`src/rtl/spi_cl_pkg.sv`:
```
package spi_cl_pkg;

    localparam int DATA_W = 9;
    localparam int ADDR_W = 8;
    localparam int CNT_W  = $clog2(DATA_W + 1);

    typedef enum logic [1:0] {
        AM_MASKED = 2'd0,
        AM_PAIR   = 2'd1,
        AM_RANGE  = 2'd2,
        AM_NONE   = 2'd3
    } amode_e;

    typedef logic [DATA_W-1:0] word_t;
    typedef logic [ADDR_W-1:0] addr_t;

    function automatic logic [CNT_W-1:0] char_len(input logic [2:0] code);
        return (code == 3'd1) ? CNT_W'(9) : CNT_W'(8);
    endfunction

    function automatic logic addr_hit(input amode_e m, input addr_t a,
                                      input addr_t hi, input addr_t lo);
        case (m)
            AM_MASKED: return ((a ^ hi) & ~lo) == '0;
            AM_PAIR:   return (a == hi) || (a == lo);
            AM_RANGE:  return (a >= lo) && (a <= hi);
            default:   return 1'b0;
        endcase
    endfunction

endpackage

```
`src/rtl/spi_cl_sync.sv`:
```
module spi_cl_sync #(
    parameter int             W       = 1,
    parameter int             STAGES  = 2,
    parameter logic [W-1:0]   RST_VAL = '0
) (
    input  logic         clk,
    input  logic         rst,
    input  logic [W-1:0] d,
    output logic [W-1:0] q
);
    for (genvar g = 0; g < W; g++) begin : g_bit
        logic [STAGES-1:0] chain;
        always_ff @(posedge clk) begin
            if (rst) chain <= {STAGES{RST_VAL[g]}};
            else     chain <= {chain[STAGES-2:0], d[g]};
        end
        assign q[g] = chain[STAGES-1];
    end
endmodule

```
`src/rtl/spi_cl_addr_filter.sv`:
```
module spi_cl_addr_filter
    import spi_cl_pkg::*;
(
    input  amode_e mode,
    input  addr_t  rx_addr,
    input  addr_t  hi_val,
    input  addr_t  lo_val,
    output logic   hit
);
    assign hit = addr_hit(mode, rx_addr, hi_val, lo_val);
endmodule

```
`src/rtl/spi_cl_tx.sv`:
```
module spi_cl_tx
    import spi_cl_pkg::*;
(
    input  logic             clk,
    input  logic             rst,
    input  logic             ss_hi,
    input  logic             sck_rise,
    input  logic             sck_fall,
    input  logic [CNT_W-1:0] len,
    input  logic             preload_en,
    input  logic             wr_en,
    input  word_t            wr_data,
    output logic             miso
);
    word_t            sh, hold;
    logic             pend, loaded;
    logic [CNT_W-1:0] cnt;

    always_ff @(posedge clk) begin
        if (rst) begin
            sh     <= '1;
            hold   <= '0;
            pend   <= 1'b0;
            loaded <= 1'b0;
            cnt    <= '0;
        end else begin
            if (ss_hi) begin
                cnt <= '0;
            end else if (sck_rise) begin
                cnt <= (cnt == len - 1'b1) ? '0 : cnt + 1'b1;
                if (cnt == '0) begin
                    if (loaded)    loaded <= 1'b0;
                    else if (pend) begin
                        sh   <= hold;
                        pend <= 1'b0;
                    end else       sh <= '1;
                end
            end else if (sck_fall) begin
                sh <= {sh[DATA_W-2:0], 1'b1};
            end
            if (wr_en) begin
                if (preload_en && ss_hi) begin
                    sh     <= wr_data;
                    loaded <= 1'b1;
                end else begin
                    hold <= wr_data;
                    pend <= 1'b1;
                end
            end
        end
    end

    assign miso = ss_hi ? 1'b1 : ((len == CNT_W'(9)) ? sh[8] : sh[7]);
endmodule

```
`src/rtl/spi_client.sv`:
```
module spi_client
    import spi_cl_pkg::*;
#(
    parameter int SYNC_STAGES = 2
) (
    input  logic               clk,
    input  logic               rst,
    input  logic               rx_en,
    input  logic               addr_en,
    input  logic [1:0]         amode,
    input  logic [ADDR_W-1:0]  addr_val,
    input  logic [ADDR_W-1:0]  mask_val,
    input  logic               preload_en,
    input  logic               ss_wake_en,
    input  logic [2:0]         char_sz,
    input  logic               wr_en,
    input  logic [DATA_W-1:0]  wr_data,
    input  logic               rd_strobe,
    input  logic               sck,
    input  logic               mosi,
    input  logic               ss_n,
    output logic               miso,
    output logic               rx_valid,
    output logic [DATA_W-1:0]  rx_data,
    output logic               rx_ovf,
    output logic               rx_busy,
    output logic               wake
);
    logic sck_s, mosi_s, ss_s;
    logic sck_q, ss_q;
    logic sck_rise, sck_fall, ss_fall;

    spi_cl_sync #(.W(3), .STAGES(SYNC_STAGES), .RST_VAL(3'b100)) u_sync (
        .clk (clk),
        .rst (rst),
        .d   ({ss_n, sck, mosi}),
        .q   ({ss_s, sck_s, mosi_s})
    );

    always_ff @(posedge clk) begin
        if (rst) begin
            sck_q <= 1'b0;
            ss_q  <= 1'b1;
        end else begin
            sck_q <= sck_s;
            ss_q  <= ss_s;
        end
    end

    assign sck_rise = sck_s & ~sck_q & ~ss_s;
    assign sck_fall = ~sck_s & sck_q & ~ss_s;
    assign ss_fall  = ~ss_s & ss_q;

    logic [CNT_W-1:0] len;
    assign len = char_len(char_sz);

    // receiver enable sequencing
    logic en_d1, rx_on, rx_act;
    assign rx_act  = rx_en & rx_on;
    assign rx_busy = rx_en & ~rx_on;

    // receive path
    word_t            rx_sh, buf_q, nxt_word;
    logic [CNT_W-1:0] rx_cnt;
    logic             first_seen, addr_ok, buf_v, ovf_q, wake_q, hit;

    assign nxt_word = (len == CNT_W'(9)) ? {rx_sh[DATA_W-2:0], mosi_s}
                                         : {1'b0, rx_sh[DATA_W-3:0], mosi_s};

    spi_cl_addr_filter u_filt (
        .mode    (amode_e'(amode)),
        .rx_addr (nxt_word[ADDR_W-1:0]),
        .hi_val  (addr_val),
        .lo_val  (mask_val),
        .hit     (hit)
    );

    always_ff @(posedge clk) begin
        if (rst) begin
            en_d1      <= 1'b0;
            rx_on      <= 1'b0;
            rx_sh      <= '0;
            rx_cnt     <= '0;
            first_seen <= 1'b0;
            addr_ok    <= 1'b0;
            buf_q      <= '0;
            buf_v      <= 1'b0;
            ovf_q      <= 1'b0;
            wake_q     <= 1'b0;
        end else begin
            en_d1  <= rx_en;
            rx_on  <= rx_en & en_d1;
            wake_q <= ss_wake_en & ss_fall;
            if (rd_strobe && buf_v) buf_v <= 1'b0;
            if (ss_s) begin
                rx_cnt     <= '0;
                first_seen <= 1'b0;
                addr_ok    <= 1'b0;
            end else if (!rx_act) begin
                rx_cnt <= '0;
            end else if (sck_rise) begin
                rx_sh <= nxt_word;
                if (rx_cnt == len - 1'b1) begin
                    rx_cnt <= '0;
                    if (addr_en && !first_seen) begin
                        first_seen <= 1'b1;
                        addr_ok    <= hit;
                    end else if (!addr_en || addr_ok) begin
                        if (buf_v && !rd_strobe) begin
                            ovf_q <= 1'b1;
                        end else begin
                            buf_q <= nxt_word;
                            buf_v <= 1'b1;
                        end
                    end
                end else begin
                    rx_cnt <= rx_cnt + 1'b1;
                end
            end
            if (!rx_en) begin
                buf_v <= 1'b0;
                ovf_q <= 1'b0;
            end
        end
    end

    spi_cl_tx u_tx (
        .clk        (clk),
        .rst        (rst),
        .ss_hi      (ss_s),
        .sck_rise   (sck_rise),
        .sck_fall   (sck_fall),
        .len        (len),
        .preload_en (preload_en),
        .wr_en      (wr_en),
        .wr_data    (wr_data),
        .miso       (miso)
    );

    assign rx_valid = buf_v;
    assign rx_data  = buf_q;
    assign rx_ovf   = ovf_q;
    assign wake     = wake_q;
endmodule

```
`config.mk`:
```
export PLATFORM = sky130hd
export DESIGN_NAME = spi_client
export DESIGN_NICKNAME = d
export VERILOG_FILES = /design/src/rtl/spi_cl_pkg.sv /design/src/rtl/spi_cl_sync.sv /design/src/rtl/spi_cl_addr_filter.sv /design/src/rtl/spi_cl_tx.sv /design/src/rtl/spi_client.sv
export SDC_FILE = /design/constraint.sdc
export NUM_CORES = 1
export LEC_CHECK = 0
export CORE_ASPECT_RATIO = 2
export CORE_UTILIZATION = 40
export DETAILED_ROUTE_END_ITERATION = 6
export DONT_BUFFER_PORTS = 1
export HOLD_SLACK_MARGIN = 0.05
export SKIP_LAST_GASP = 1
export SYNTH_ARGS = -nofsm -noshare
export SYNTH_HDL_FRONTEND = slang
export SYNTH_SLANG_ARGS = --single-unit
```
`constraint.sdc`:
```
create_clock -name clk -period 2.1 [get_ports clk]
set_input_delay 0.315 -clock clk [delete_from_list [all_inputs] [get_ports clk]]
set_output_delay 0.315 -clock clk [all_outputs]
set_load 0.01 [all_outputs]
```
Yosys cells after proc, flatten, opt, wreduce, memory -nomap -nowiden
Index checks and enable logic that the tools add are counted.

Flip-flop bits (word level): 60. Memories: 0. RAM bits: 0. Output and inout bits: 14. Latch bits: 0. Bits in read-only memories: 0.

Multiply operators: 0. Muxes and demuxes: 34. Divide/modulo/power cells: 0. Eq/ne operators: 8. Shifts and indexed selects: 0. $lt $le $gt $ge: 2. Bitwise logic cells: 21. Add/subtract/negate cells: 3. Reduce and logical (&&, ||, !) cells: 21.

Operator list (number): $mux 9 (9); $mux 1 (22); $eq 8x8->1 (2); $reduce_and 7->1 (2); $and 1x1->1 (9); $not 1->1 (9); $add 4x1->4 const B (2); $and 8x8->8 (1); $eq 4x4->1 (2); $ge 8x8->1 (1); $le 8x8->1 (1); $logic_not 8->1 (1); $mux 4 (2); $not 8->8 (1); $xor 8x8->8 (1); $logic_and 1x1->1 (5); $eq 4x4->1 const B (1); $logic_not 4->1 (1); $reduce_and 4->1 (1); $reduce_or 2->1 (2); $sub 4x1->4 const B (1); $eq 3x1->1 const B (1); $logic_not 1->1 (3); $pmux 1 s3 (1); 7 further kinds (8).

Depth between registers and ports, before layout
Depth in word-level cells: 9. Gate-level depth with buffers: 8.

Hierarchy
Synthesis repeated with hierarchy kept, for this count alone.

Cells, all modules: 383. Area, all modules: 3216.8 um^2.

Modules (own cells, without submodules): spi_cl_tx (cells an instance 162, area each 1316.3 um^2, times used 1, sequential area each 480.5 um^2); spi_client (cells an instance 140, area each 1256.2 um^2, times used 1, sequential area each 600.6 um^2); spi_cl_addr_filter (cells an instance 66, area each 464.2 um^2, times used 1, sequential area each 0.0 um^2); spi_cl_sync (cells an instance 15, area each 180.2 um^2, times used 1, sequential area each 120.1 um^2).

Least setup slack after synthesis
No wires, ideal clock.

Path type: flip-flop to flip-flop. Start: reg u_sync.g_bit[2].chain[1]. End: reg u_tx.sh[7]. Arrival time: 1.719 ns. Required time: 1.983 ns. Clock period less this slack: 1.836 ns. Cell stages (with the launch flop): 9. Path slack: 0.264 ns. Path buffers: 2. Path through: dfxtp_1 > buf_6 > or3b_4 > buf_6 > or4_4 > nand3_1 > nand3_1 > o21ai_1 > nand2b_1.

Longest elaborated chain between the ends: 7.

Ends and longest elaborated chain: start: declaration (RTL line spi_cl_sync.sv:12) `logic [STAGES-1:0] chain;`; start signal: assignment (RTL line spi_cl_sync.sv:14) `if (rst) chain <= {STAGES{RST_VAL[g]}};`; start signal: assignment (RTL line spi_cl_sync.sv:15) `else chain <= {chain[STAGES-2:0], d[g]};`; $not 1->1 (no line); $and 1x1->1 (RTL line spi_client.sv:51) `assign sck_fall = ~sck_s & sck_q & ~ss_s;`; $mux 9 (RTL line spi_cl_tx.sv:38) `end else if (sck_fall) begin`; $mux 9 (RTL line spi_cl_tx.sv:29) `end else if (sck_rise) begin`; $mux 9 (RTL line spi_cl_tx.sv:27) `if (ss_hi) begin`; $mux 9 (RTL line spi_cl_tx.sv:42) `if (preload_en && ss_hi) begin`; $mux 9 (*) (RTL line spi_cl_tx.sv:41) `if (wr_en) begin`; end signal: assignment (RTL line spi_cl_tx.sv:34) `sh <= hold;`; end signal: assignment (RTL line spi_cl_tx.sv:39) `sh <= {sh[DATA_W-2:0], 1'b1};`; end signal: assignment (RTL line spi_cl_tx.sv:43) `sh <= wr_data;`; end: declaration (RTL line spi_cl_tx.sv:15) `word_t sh, hold;`.

Every way passes the cells marked *; elsewhere a longest branch is shown, timed or not. A chain may end at the register's enable or synchronous reset.

Final worst setup path
Start: reg u_sync.g_bit[2].chain[1]. End: reg u_tx.sh[1].

Same word-level chain as after synthesis.

==> summary.md <==
| Metric | Value |
|---|---|
| Cell Area, Synth | `2840 um2` |
| R2r setup slk | `0.23 ns` |
| Syn nets | `389` |
| Drt pass-1 iters | `4` |
| DIE AREA | `7450 um2` |
| Largest net degree at the start of global routing | `28` |
| Congestion Overflow GR | `0` |
| Placed Area | `2890 um2` |
| Ys Warns | `0` |
| Final cell count without fillers | `430` |
| Synth Flop Type | `dfxtp_1` |
| Initial antenna violation count | `0` |
| Synth cell types | `49` |
| # diodes | `0` |
| Htree depth | `3` |
| Final HPWL DP | `4940 um` |
| Clock root buffer | `clkbuf_16` |
| Critical path peak fanout | `9` |
| Final max-slew violation count | `0` |
| Setup crit end kind | `register` |
| First-pass GRT wire length | `10800 um` |
| Vias | `2353` |
| Die Wd | `61.5 um` |
| Placed Cells | `411` |
| Finished Cell Area | `3240 um2` |
| Area grow syn2layout | `14.2%` |
| Number of max-cap violations | `0` |
| Post-synthesis register bit count | `60` |
| Clk slew on worst S/H paths | `0.05 ns` |
| Starting Density | `41.2%` |
| Startpoint Class | `register` |
| Num CTS Buffers | `9` |
| Drt via density | `5.47` |
| Power Dens Cells | `892 nW/um2` |
| Fillers | `725` |
| Syn Area/Cell | `8.62 um2` |
| Vias in the first global route | `2389` |
| Clock Tree Buf Depth | `2` |
| Worst VDD drop | `0.000676 V` |
| Die Ht | `121 um` |
| Syn Inst Count | `329` |
| Hold Vio Cnt, Final | `0` |
| Worst-margin pin slew | `1.05 ns` |
| Sequential share of the synthesized area | `42.3%` |
| # clock sinks | `60` |
| Final setup fails | `0` |
| Synth async-reset ratio | `0%` |
| # DRC | `0` |
| Site row count | `43` |
| CTS tree | `yes` |
| Core area | `6890 um2` |
| Area of the multi-input gates | `1480 um2` |
| Aggregate global-route resource usage | `20.3%` |
| # IOs | `55` |
| Nets | `395` |
| Skew final | `0.00258 ns` |
| Worst EP required | `2.31 ns` |
| Final Core Density | `47.0%` |
| Crit share post-route | `89.0%` |
| Port buffer count | `0` |
| CP Class | `register to register` |
| Min Tclk post-route | `1.87 ns` |
| Skew-Pair Late Insertion Delay | `0.33 ns` |
| DRT iter0 DRCs | `72` |
| Drt wl/cell | `15.9 um` |
| Storage element area | `1200 um2` |
| Slew margin rel. | `29.5%` |
| Max Fclk | `535 MHz` |
| EDFF count, synth | `0` |
| Worst Path Arrival | `2.08 ns` |
| Setup bufs post-CTS | `0` |
| RSZ-0062 raised after global routing | `false` |
| Routability congestion estimate | `0.861` |
| Setup tns final | `0 ns` |
| Status | `completed` |
| P_leak | `1.31 nW` |
| Final wirelength | `6840 um` |
| Final hold slack | `0.0681 ns` |
| Final ANT Viol Nets | `0` |
| Share of layout cells above drive strength 1 | `9.12%` |
| Worst Hold Class | `primary input to register` |
[final timing paths]
kind	from	to	depth (start not counted)
hold / removal	rst	rx_sh[7]	1
setup reg to reg	u_sync.g_bit[2].chain[1]	u_tx.sh[1]	5
hold reg to reg	u_sync.g_bit[2].chain[0]	u_sync.g_bit[2].chain[1]	1
setup / recovery	u_sync.g_bit[2].chain[1]	u_tx.sh[1]	5
[layer usage]
layer	up-vias	share of wire, %	track usage (%)	wire (um)
met2	70	55	37.1	3750
met3	17	6.5	6.72	444
met5	-	0	0	0
li1	1156	-	-	-
met1	1110	35	17.7	2370
met4	0	4.0	12.1	270
[power breakdown]
part           total, mW  leakage, nW  internal (mW)  switching [mW]
sequential          1.19        0.489           1.17          0.0194
clock               1.56        0.159           1.06           0.497
combinational      0.137        0.659         0.0604          0.0765
total               2.89         1.31           2.30           0.593
[kinds of logic (layout without fill, tap and decap cells)]
logic type	after synthesis	count (layout)	synth area share, %
and+or+nand+nor	120	120	21.8
AOI/OAI and AO/OA	84	84	16.9
DFF	60	60	42.3
buffers and inverters	31	42	5.51
adders and majority gates	19	19	8.38
muxes	9	9	3.18
xor gates and xnor gates	6	6	1.85
[layout by cell type, fill, tap and decap left out, drive strengths merged, types with 3 or more instances in the layout]
cell type and instances:
a21boi 3, a21oi 35, and3 3, buf 3
clkbuf 11, clkinv 3, dfxtp 60, dlygate4sd3 3
ha 19, inv 20, mux2i 9, nand2 45
nand2b 4, nand3 7, nand4 6, nor2 24
nor2b 12, nor3 3, o21ai 22, o22ai 12
or2 3, xnor2 3, xor2 3
[sequential cells by signal (all words and copies together) (netlist names)]
| signal | flops |
|---|---|
| rx_sh | 8 |
| rx_cnt | 4 |
| addr_ok | 1 |
| u_tx.sh | 9 |
| sck_q | 1 |
| u_tx.loaded | 1 |
| u_tx.hold | 9 |
| rx_ovf | 1 |
| rx_valid | 1 |
| rx_on | 1 |
| first_seen | 1 |
| wake | 1 |
| u_tx.pend | 1 |
| u_tx.cnt | 4 |
| ss_q | 1 |
| u_sync.g_bit.chain | 6 |
| rx_data | 9 |
| en_d1 | 1 |
[cell type report]
type | instances | area share [%]
multi-input cells | 238 | 45.7
flip-flops and latches | 60 | 37.1
clock buffers | 11 | 7.50
well taps | 90 | 3.48
clock inverters | 5 | 2.32
inverters | 20 | 2.32
repair buffers | 6 | 1.62
[metrics by stage]
step,power (mW),setup slack (ns)
6_report,2.89,0.231
5_1_grt,3.00,0.0619
4_1_cts,2.92,0.250
3_5_place_dp,1.34,0.264
3_3_place_gp,1.34,0.242
2_1_floorplan,1.32,0.264
[synth_stat cells, types with 4 or more instances]
master / number / area share [%]
a21oi_1: 35 / 6.2
o21ai_1: 9 / 1.6
nor2_1: 24 / 3.2
ha_1: 19 / 8.4
nand4_1: 6 / 1.3
nand3_1: 7 / 1.2
nor2b_1: 12 / 2.6
o21ai_0: 13 / 2.3
dfxtp_1: 60 / 42
nand2b_1: 4 / 0.88
o22ai_1: 12 / 2.6
mux2i_1: 9 / 3.2
nand2_1: 42 / 5.6
clkbuf_1: 5 / 0.66
inv_1: 20 / 2.6
[repair_timing]
item	4_1_cts	5_1_grt
hold buffers	2	1
resized for setup	0	0
endpoints found under the hold margin	27	1
[worst max-delay path, stage by stage (launching register included)]
cell,delay [ns]
dfxtp_1,0.39
or3b_4,0.47
nor4_1,0.40
nand2_2,0.22
o22ai_1,0.18
o21ai_1,0.08
Note: power is estimated with default switching activity, not from simulation.
